`config.mk`:
```
export PLATFORM = sky130hd
export DESIGN_NAME = hcfg_port
export DESIGN_NICKNAME = d
export VERILOG_FILES = /design/src/rtl/hcfg_pkg.sv /design/src/rtl/hcfg_key_ctrl.sv /design/src/rtl/hcfg_dev_bank.sv /design/src/rtl/hcfg_read_mux.sv /design/src/rtl/hcfg_port.sv
export SDC_FILE = /design/constraint.sdc
export NUM_CORES = 1
export LEC_CHECK = 0
export BUFFER_PORTS_ARGS = -buffer_cell sky130_fd_sc_hd__buf_2
export CELL_PAD_IN_SITES_DETAIL_PLACEMENT = 0
export CELL_PAD_IN_SITES_GLOBAL_PLACEMENT = 1
export CORE_AREA = 2 2 161 163
export DETAILED_ROUTE_END_ITERATION = 6
export DIE_AREA = 0 0 163 165
export PLACE_DENSITY_LB_ADDON = 0.1
export SLEW_MARGIN = 20
export SYNTH_ARGS = -nofsm -noshare
export SYNTH_HDL_FRONTEND = slang
export SYNTH_SLANG_ARGS = --single-unit
```
`constraint.sdc`:
```
create_clock -name clk -period 3.4 [get_ports clk]
set_input_delay 0.17 -clock clk [delete_from_list [all_inputs] [get_ports clk]]
set_output_delay 0.17 -clock clk [all_outputs]
set_load 0.005 [all_outputs]
```
`src/rtl/hcfg_pkg.sv`:
```
`timescale 1ns/1ps
package hcfg_pkg;

    // Key bytes recognised on the index port
    localparam logic [7:0] KEY_OPEN   = 8'h55;
    localparam logic [7:0] KEY_CLOSE  = 8'hAA;

    // Register indices
    localparam logic [7:0] IX_LDN     = 8'h07;
    localparam logic [7:0] IX_ID_HI   = 8'h20;
    localparam logic [7:0] IX_ID_LO   = 8'h21;
    localparam logic [7:0] IX_SUBID   = 8'h22;
    localparam logic [7:0] IX_REV     = 8'h23;
    localparam logic [7:0] IX_LEGACY  = 8'h24;
    localparam logic [7:0] IX_ACT     = 8'h30;
    localparam logic [7:0] IX_BASE_LO = 8'h34;
    localparam logic [7:0] IX_BASE_HI = 8'h35;
    localparam logic [7:0] IX_CFGSEL  = 8'hF0;

    localparam logic [7:0] LEGACY_VAL = 8'hFE;
    localparam logic [7:0] CLOSED_RD  = 8'hFF;

    typedef struct packed {
        logic       open;
        logic [7:0] index;
        logic [7:0] ldn;
    } key_state_t;

    typedef struct packed {
        logic        active;
        logic [15:0] base;
        logic [7:0]  cfgsel;
    } dev_regs_t;

    typedef struct packed {
        logic [7:0] rdata;
    } rd_state_t;

endpackage

```
`src/rtl/hcfg_key_ctrl.sv`:
```
`timescale 1ns/1ps
module hcfg_key_ctrl
    import hcfg_pkg::*;
(
    input  logic       clk,
    input  logic       rst_n,
    input  logic       idx_wr,
    input  logic       dat_wr,
    input  logic [7:0] wdata,
    output logic       open,
    output logic [7:0] index,
    output logic [7:0] ldn
);

    key_state_t st_d, st_q;

    always_comb begin
        st_d = st_q;
        if (idx_wr) begin
            if (!st_q.open) begin
                if (wdata == KEY_OPEN) begin
                    st_d.open = 1'b1;
                end
            end else if (wdata == KEY_CLOSE) begin
                st_d.open = 1'b0;
            end else begin
                st_d.index = wdata;
            end
        end
        if (dat_wr && st_q.open && (st_q.index == IX_LDN)) begin
            st_d.ldn = wdata;
        end
    end

    always_ff @(posedge clk or negedge rst_n) begin
        if (!rst_n) begin
            st_q <= '0;
        end else begin
            st_q <= st_d;
        end
    end

    assign open  = st_q.open;
    assign index = st_q.index;
    assign ldn   = st_q.ldn;

endmodule

```
`src/rtl/hcfg_dev_bank.sv`:
```
`timescale 1ns/1ps
module hcfg_dev_bank
    import hcfg_pkg::*;
#(
    parameter int NUM_DEV = 8
) (
    input  logic                      clk,
    input  logic                      rst_n,
    input  logic                      wr_en,
    input  logic [7:0]                index,
    input  logic [7:0]                ldn,
    input  logic [7:0]                wdata,
    output logic [NUM_DEV-1:0]        active,
    output logic [NUM_DEV-1:0][15:0]  base,
    output logic [NUM_DEV-1:0][7:0]   cfgsel
);

    for (genvar g = 0; g < NUM_DEV; g++) begin : g_dev
        dev_regs_t r_d, r_q;
        logic      hit;

        assign hit = wr_en && (ldn == 8'(g));

        always_comb begin
            r_d = r_q;
            if (hit) begin
                case (index)
                    IX_ACT:     r_d.active     = wdata[0];
                    IX_BASE_LO: r_d.base[7:0]  = wdata;
                    IX_BASE_HI: r_d.base[15:8] = wdata;
                    IX_CFGSEL:  r_d.cfgsel     = wdata;
                    default:    r_d            = r_q;
                endcase
            end
        end

        always_ff @(posedge clk or negedge rst_n) begin
            if (!rst_n) begin
                r_q <= '0;
            end else begin
                r_q <= r_d;
            end
        end

        assign active[g] = r_q.active;
        assign base[g]   = r_q.base;
        assign cfgsel[g] = r_q.cfgsel;
    end

endmodule

```
`src/rtl/hcfg_read_mux.sv`:
```
`timescale 1ns/1ps
module hcfg_read_mux
    import hcfg_pkg::*;
#(
    parameter int          NUM_DEV = 8,
    parameter logic [15:0] DEV_ID  = 16'h0040,
    parameter logic [7:0]  SUB_ID  = 8'h12,
    parameter logic [7:0]  REV_ID  = 8'h01
) (
    input  logic [7:0]               index,
    input  logic [7:0]               ldn,
    input  logic [NUM_DEV-1:0]       active,
    input  logic [NUM_DEV-1:0][15:0] base,
    input  logic [NUM_DEV-1:0][7:0]  cfgsel,
    output logic [7:0]               rd_byte
);

    localparam int         SEL_W   = (NUM_DEV > 1) ? $clog2(NUM_DEV) : 1;
    localparam logic [8:0] NDEV_U  = 9'(NUM_DEV);

    logic             in_range;
    logic [SEL_W-1:0] sel;

    assign in_range = ({1'b0, ldn} < NDEV_U);
    assign sel      = ldn[SEL_W-1:0];

    always_comb begin
        rd_byte = '0;
        case (index)
            IX_LDN:     rd_byte = ldn;
            IX_ID_HI:   rd_byte = DEV_ID[15:8];
            IX_ID_LO:   rd_byte = DEV_ID[7:0];
            IX_SUBID:   rd_byte = SUB_ID;
            IX_REV:     rd_byte = REV_ID;
            IX_LEGACY:  rd_byte = LEGACY_VAL;
            IX_ACT:     if (in_range) rd_byte = {7'b0, active[sel]};
            IX_BASE_LO: if (in_range) rd_byte = base[sel][7:0];
            IX_BASE_HI: if (in_range) rd_byte = base[sel][15:8];
            IX_CFGSEL:  if (in_range) rd_byte = cfgsel[sel];
            default:    rd_byte = '0;
        endcase
    end

endmodule

```
`src/rtl/hcfg_port.sv`:
```
`timescale 1ns/1ps
module hcfg_port
    import hcfg_pkg::*;
#(
    parameter int          NUM_DEV    = 8,
    parameter int          ADDR_W     = 16,
    parameter logic [15:0] INDEX_ADDR = 16'h002E,
    parameter logic [15:0] DATA_ADDR  = 16'h002F,
    parameter logic [15:0] DEV_ID     = 16'h0040,
    parameter logic [7:0]  SUB_ID     = 8'h12,
    parameter logic [7:0]  REV_ID     = 8'h01
) (
    input  logic                    clk,
    input  logic                    rst_n,
    input  logic [ADDR_W-1:0]       io_addr,
    input  logic                    io_wr,
    input  logic                    io_rd,
    input  logic [7:0]              io_wdata,
    output logic [7:0]              io_rdata,
    output logic                    cfg_mode,
    output logic [NUM_DEV-1:0]      dev_active,
    output logic [NUM_DEV*16-1:0]   dev_base,
    output logic [NUM_DEV*8-1:0]    dev_cfgsel
);

    localparam logic [ADDR_W-1:0] IDX_A = ADDR_W'(INDEX_ADDR);
    localparam logic [ADDR_W-1:0] DAT_A = ADDR_W'(DATA_ADDR);

    logic                     idx_hit, dat_hit;
    logic                     open;
    logic [7:0]               index, ldn, mux_byte;
    logic [NUM_DEV-1:0]       act_w;
    logic [NUM_DEV-1:0][15:0] base_w;
    logic [NUM_DEV-1:0][7:0]  csel_w;
    rd_state_t                rd_d, rd_q;

    assign idx_hit = (io_addr == IDX_A);
    assign dat_hit = (io_addr == DAT_A);

    hcfg_key_ctrl u_key (
        .clk    (clk),
        .rst_n  (rst_n),
        .idx_wr (io_wr && idx_hit),
        .dat_wr (io_wr && dat_hit),
        .wdata  (io_wdata),
        .open   (open),
        .index  (index),
        .ldn    (ldn)
    );

    hcfg_dev_bank #(.NUM_DEV(NUM_DEV)) u_bank (
        .clk    (clk),
        .rst_n  (rst_n),
        .wr_en  (io_wr && dat_hit && open),
        .index  (index),
        .ldn    (ldn),
        .wdata  (io_wdata),
        .active (act_w),
        .base   (base_w),
        .cfgsel (csel_w)
    );

    hcfg_read_mux #(
        .NUM_DEV (NUM_DEV),
        .DEV_ID  (DEV_ID),
        .SUB_ID  (SUB_ID),
        .REV_ID  (REV_ID)
    ) u_mux (
        .index   (index),
        .ldn     (ldn),
        .active  (act_w),
        .base    (base_w),
        .cfgsel  (csel_w),
        .rd_byte (mux_byte)
    );

    always_comb begin
        rd_d = rd_q;
        if (io_rd && idx_hit) begin
            rd_d.rdata = open ? index : CLOSED_RD;
        end else if (io_rd && dat_hit) begin
            rd_d.rdata = open ? mux_byte : CLOSED_RD;
        end
    end

    always_ff @(posedge clk or negedge rst_n) begin
        if (!rst_n) begin
            rd_q <= '0;
        end else begin
            rd_q <= rd_d;
        end
    end

    assign io_rdata   = rd_q.rdata;
    assign cfg_mode   = open;
    assign dev_active = act_w;
    assign dev_base   = base_w;
    assign dev_cfgsel = csel_w;

endmodule

```
**Yosys cells after proc, flatten, opt, wreduce, memory -nomap -nowiden**

Cells that the tools add are included.

- Bits in registers: 225
- Input bits: 28
- Output and inout port bits: 209
- Word-level logic and storage cells: 126

- Order comparisons: 2
- Eq/ne operators: 20
- Muxes and demuxes: 18
- Bitwise logic cells: 1
- Reductions and logical operators: 49

Operators by type and width:

| operator | number |
|---|---|
| 8-bit case mux with 9 select lines | 1 |
| 8-bit 2-to-1 mux | 8 |
| 2-bit AND reduction | 32 |
| 8-bit by 6-bit equality test with 1-bit output (second input constant) | 7 |
| 16-bit binary-select mux with 3-bit select | 1 |
| 8-bit by 3-bit equality test with 1-bit output (second input constant) | 5 |
| 16-bit by 6-bit equality test with 1-bit output (second input constant) | 2 |
| 8-bit binary-select mux with 3-bit select | 1 |
| 8-bit by 2-bit equality test with 1-bit output (second input constant) | 2 |
| 8-bit equality test (second input constant) | 2 |
| 16-bit 2-to-1 mux | 1 |
| 1-bit logical AND | 14 |
| 8-bit by 1-bit equality test with 1-bit output (second input constant) | 1 |
| 8-bit by 7-bit equality test with 1-bit output (second input constant) | 1 |
| 8-bit logical NOT | 1 |
| 8-bit by 4-bit < comparator with 1-bit output (second input constant) | 1 |
| 1-bit 2-to-1 mux | 5 |
| 3-bit by 4-bit < comparator with 1-bit output (second input constant) | 1 |
| 1-bit binary-select mux with 3-bit select | 1 |
| 3-bit AND reduction | 1 |
| 2-bit nonzero test | 1 |
| 1-bit NOT | 1 |

**Logic depth before layout (Yosys ltp)**

- Depth in word-level cells: 7
- Depth in mapped cells: 10
- Gate-level depth less buffers: 6

**Hierarchy**

A second synthesis with hierarchy kept.

- Cells, all modules: 747
- Area total of the unflattened synthesis: 11,162.0 µm²

Modules (own cells, without submodules):

| module | times used | cells each | area an instance (µm²) | sequential area each (µm²) |
|---|---|---|---|---|
| hcfg_dev_bank | 1 | 482 | 7,787.5 | 5,004.8 |
| hcfg_read_mux | 1 | 169 | 2,063.2 | 0.0 |
| hcfg_key_ctrl | 1 | 47 | 739.5 | 425.4 |
| hcfg_port | 1 | 49 | 571.8 | 200.2 |

**Least setup slack after synthesis**

Ideal clock, no wire load.

- Path kind: reg-to-reg
- Start point: reg u_key.st_q (netlist bit u_key.index[3])
- End point: reg u_bank.g_dev[0].r_q (netlist bit u_bank.base[2])
- Library setup time: 0.128 ns
- Arrival time: 2.609 ns
- Required time: 3.272 ns
- Slack: 0.663 ns
- Stages on the path, launching flop included: 9
- Buffers on the path: 3
- Period minus slack after synthesis: 2.737 ns
- Cells stage by stage: dfrtp_1 > or4b_4 > or4_1 > buf_2 > or2_2 > buf_6 > nor2b_2 > buf_6 > mux2_1

- Word-level cells in the longest chain between the ends: 2

Ends and longest elaborated chain:

| item | line | RTL |
|---|---|---|
| start, declared | hcfg_key_ctrl.sv:15 | `key_state_t st_d, st_q;` |
| start signal, assigned | hcfg_key_ctrl.sv:39 | `st_q <= st_d;` |
| 8-bit by 6-bit equality test with 1-bit output | hcfg_dev_bank.sv:27 | `case (index)` |
| 2-bit AND reduction (no source line) | -- |  |
| end signal, assigned | hcfg_dev_bank.sv:41 | `r_q <= r_d;` |
| end, declared | hcfg_dev_bank.sv:19 | `dev_regs_t r_d, r_q;` |

Every way passes these cells.
A chain may end at the register's enable or synchronous reset.

**Worst setup path in the final report**

- Start point: reg u_key.st_q (netlist bit u_key.index[3])
- End point: reg u_bank.g_dev[0].r_q (netlist bit u_bank.base[7])

Same word-level chain as after synthesis.

==> flow_summary.ini <==
[critical_path]
path_class = flip-flop to flip-flop
start_kind = flip-flop
cp.arrival_ps = 3410
critPathRequiredTime_ps = 3800
crit_path_end_kind = flip-flop
rrSetupSlack_ps = 390
path_cells = or4b_4, or4_1, or2_2, nor2b_2, buf_4, mux2_1
rr_endpoint = u_bank.base[7]
cp_slowest_cell = or4b_4
worstReg2RegStart = u_key.index[3]
worstPathMaxFanout = 8
slowest_delay_ps = 600
r2r_cells = 6

[timing]
fmax_ghz = 0.332
finalClockSkew_ps = 10.9
worst_pin_slew_ps = 850
period_minus_slack_ps = 3010
max_slew_margin_pct = 43.4
hold_viol_final = 0
rsz0062_at_grt = no
slew_violations = 0
fin_tns_setup_ps = 0
setup_viol = 0
fin_crit_sh_pct = 88.6

[yosys]
ys_types = 63
async_flop_share_pct = 100
syn_inst = 788
ys_warn_count = 0
synth_area_leader_cell = dfrtp_1
syn_area_mm2 = 0.0111
synth_seq_area_share_pct = 50.5
syn_nets = 816
synth.area.top_cells = dfrtp_1 50%, mux2_2 18%, mux4_2 7.9%
ys_seq_elements = 225
avgSynthCellArea_um2 = 14.1
synthFlopType = dfrtp_1
synth.top_cell.area_share_pct = 50.5
synth-edff-count = 0

[floorplan]
ios = 237
dieHeight_um = 165
die-area_mm2 = 0.0269
rows = 58
die_w_um = 163
start_util_pct = 44.5
coreArea_mm2 = 0.0250

[clock_network]
postCtsResizedCells = 0
cts_max_level = 1
clockRootBuffer = clkbuf_16
postCtsSetupBuffers = 0
cts_sinks = 225
cts_buffers = 26
clkLatencyLatePin_ps = 520
clkTransAtPathRegs_ps = 60
clk_path_buf_depth = 3
cts_tree = built

[place]
hpwl_um = 24100
dp.cells = 1321
place_area_mm2 = 0.0127
io_buffers = 236
gp_congestion = 0.843

[hold_path]
min_to = u_key.open
hp-class = input port to flip-flop
hold_path.startpoint = io_addr[0]
hold_depth = 3

[power]
p_leak_nw = 7.33
p_per_area_mw_per_mm2 = 434
irDropWorstVdd_uv = 434

[final_layout]
fin_area_mm2 = 0.0137
fin_nets = 1048
final_core_util_pct = 54.8
area_growth_pct = 23.1
nFillCells = 2188
register_area_mm2 = 0.00564
multi_input_area_mm2 = 0.00519
diodes = 0
layout.cells.non_filler = 1370
drive_gt1_share_pct = 55.8

[global_routing]
grt_antenna_before_repair = 0
track_usage_pct = 26.4
first_global_vias = 7920
grt_overflow = 0
grt_pass1_wl_um = 51700
grt_max_degree = 107

[route]
drc = 0
dr.pass1.iters = 4
wl_per_cell_um = 25.6
drt_iter0_drc = 464
routed_wl_um = 35100
via_count = 7740
via_per_inst = 5.65
antenna_left = 0

[job]
cap_violations = 0

[status]
outcome = completed
per-stage QoR:
stage                     setup WS (ps)  hold slack [ps]  power, W
after floorplan                     663             -126   0.00277
after global placement              417              302   0.00287
after detailed placement            386              301   0.00287
after CTS                           382             50.0   0.00601
after global routing                282             81.6   0.00614
final                               387             60.0   0.00595
cell type report:
| cell class | count | area share [%] |
|---|---|---|
| Sequential cell | 225 | 41.1 |
| Clock inverter | 7 | 1.19 |
| Inverter | 6 | 0.164 |
| Tap cell | 330 | 3.01 |
| Timing Repair Buffer | 267 | 10.8 |
| Clock buffer | 41 | 5.96 |
| Multi-Input combinational cell | 494 | 37.9 |
flip-flops by register name, summed over array words and instances, names as in the netlist:
name,cells
io_rdata,8
u_bank.active,8
u_bank.base,128
u_bank.cfgsel,64
u_key.index,8
u_key.ldn,8
u_key.open,1
report_power, final:
| group | internal, W | switching, W |
|---|---|---|
| sequential | 0.00268 | 0.0000000604 |
| combinational | 0.0000268 | 0.000116 |
| clock | 0.00202 | 0.00111 |
per-layer routing:
layer	routed length, um	vias up	GRT usage [%]
met4	1200	0	9.33
met5	0	-	0
li1	-	3431	-
met2	16800	275	42.8
met3	2470	57	5.60
met1	14600	3977	35.1
cell usage after synthesis (2+ instances only):
cell type and n:
dfrtp_1 225, a22oi_1 7, or4_1 7, nor4bb_1 2
nand3b_1 3, nand2b_1 3, or3_1 2, mux4_2 39
nor4_1 5, nor3_1 8, buf_6 7, or2_2 2
mux2_2 183, a31oi_1 4, mux2_1 18, o22ai_1 5
nor2b_2 2, o21ai_0 11, nand3_1 14, buf_1 12
a21oi_1 21, or4b_2 2, o31ai_1 5, nor3_2 2
nand4b_1 2, nor2_8 14, buf_2 9, nand2_1 21
clkbuf_1 34, o32a_1 2, nor2_1 23, mux2i_1 35
nor2b_1 5, or4b_4 2, o211ai_1 2, inv_1 6
or4_4 2, mux2_4 16, nand4_1 2
layout by cell type, fill, tap and decap left out, types with 6 or more instances in the layout:
| master | count |
|---|---|
| mux2_1 | 18 |
| or4_1 | 7 |
| nor3_1 | 8 |
| o21ai_0 | 11 |
| mux2_2 | 183 |
| nand3_1 | 14 |
| a21oi_1 | 21 |
| a22oi_1 | 7 |
| nor2_1 | 23 |
| clkbuf_16 | 27 |
| mux4_2 | 39 |
| nand2_1 | 21 |
| buf_2 | 235 |
| inv_1 | 6 |
| clkbuf_8 | 9 |
| mux2i_1 | 35 |
| dfrtp_1 | 222 |
| buf_4 | 26 |
| mux2_4 | 16 |
| nor2_8 | 14 |
kinds of logic (layout without fill, tap and decap cells):
logic type,count (synthesis),count (layout),share of synthesized area [%]
flip-flops,225,225,50.5
AO/OA/AOI/OAI,68,68,3.94
AND/OR/NAND/NOR,134,134,9.10
buffers and inverters,69,321,2.91
XOR/XNOR,1,1,0.0786
multiplexers,291,291,33.5
worst max path at each step:
| stage | slack [ps] | end | cells past startpoint | startpoint |
|---|---|---|---|---|
| 4_1_cts | 380 | u_bank.base[7] | 6 | u_key.index[3] |
| 3_3_place_gp | 420 | u_bank.base[60] | 8 | io_addr[9] |
| 2_1_floorplan | 660 | u_bank.base[2] | 8 | u_key.index[3] |
| 5_1_grt | 280 | u_bank.base[2] | 6 | u_key.index[3] |
| 6_report | 390 | u_bank.base[7] | 6 | u_key.index[3] |
| 3_5_place_dp | 390 | u_bank.base[7] | 8 | io_addr[9] |
worst max-delay path: cells and delay by family, from the launching register on:
family | cells | cell delay [ps]
and+or+nand+nor | 4 | 1860
muxes | 1 | 350
DFF | 1 | 430
buffers and inverters | 1 | 230
what timing repair did:
action / 4_1_cts / 5_1_grt
hold buffers: 1 / 0
hold endpoints to repair: 103 / 0
endpoints found under the setup margin: 0 / 0
Note: power is estimated with default switching activity, not from simulation.
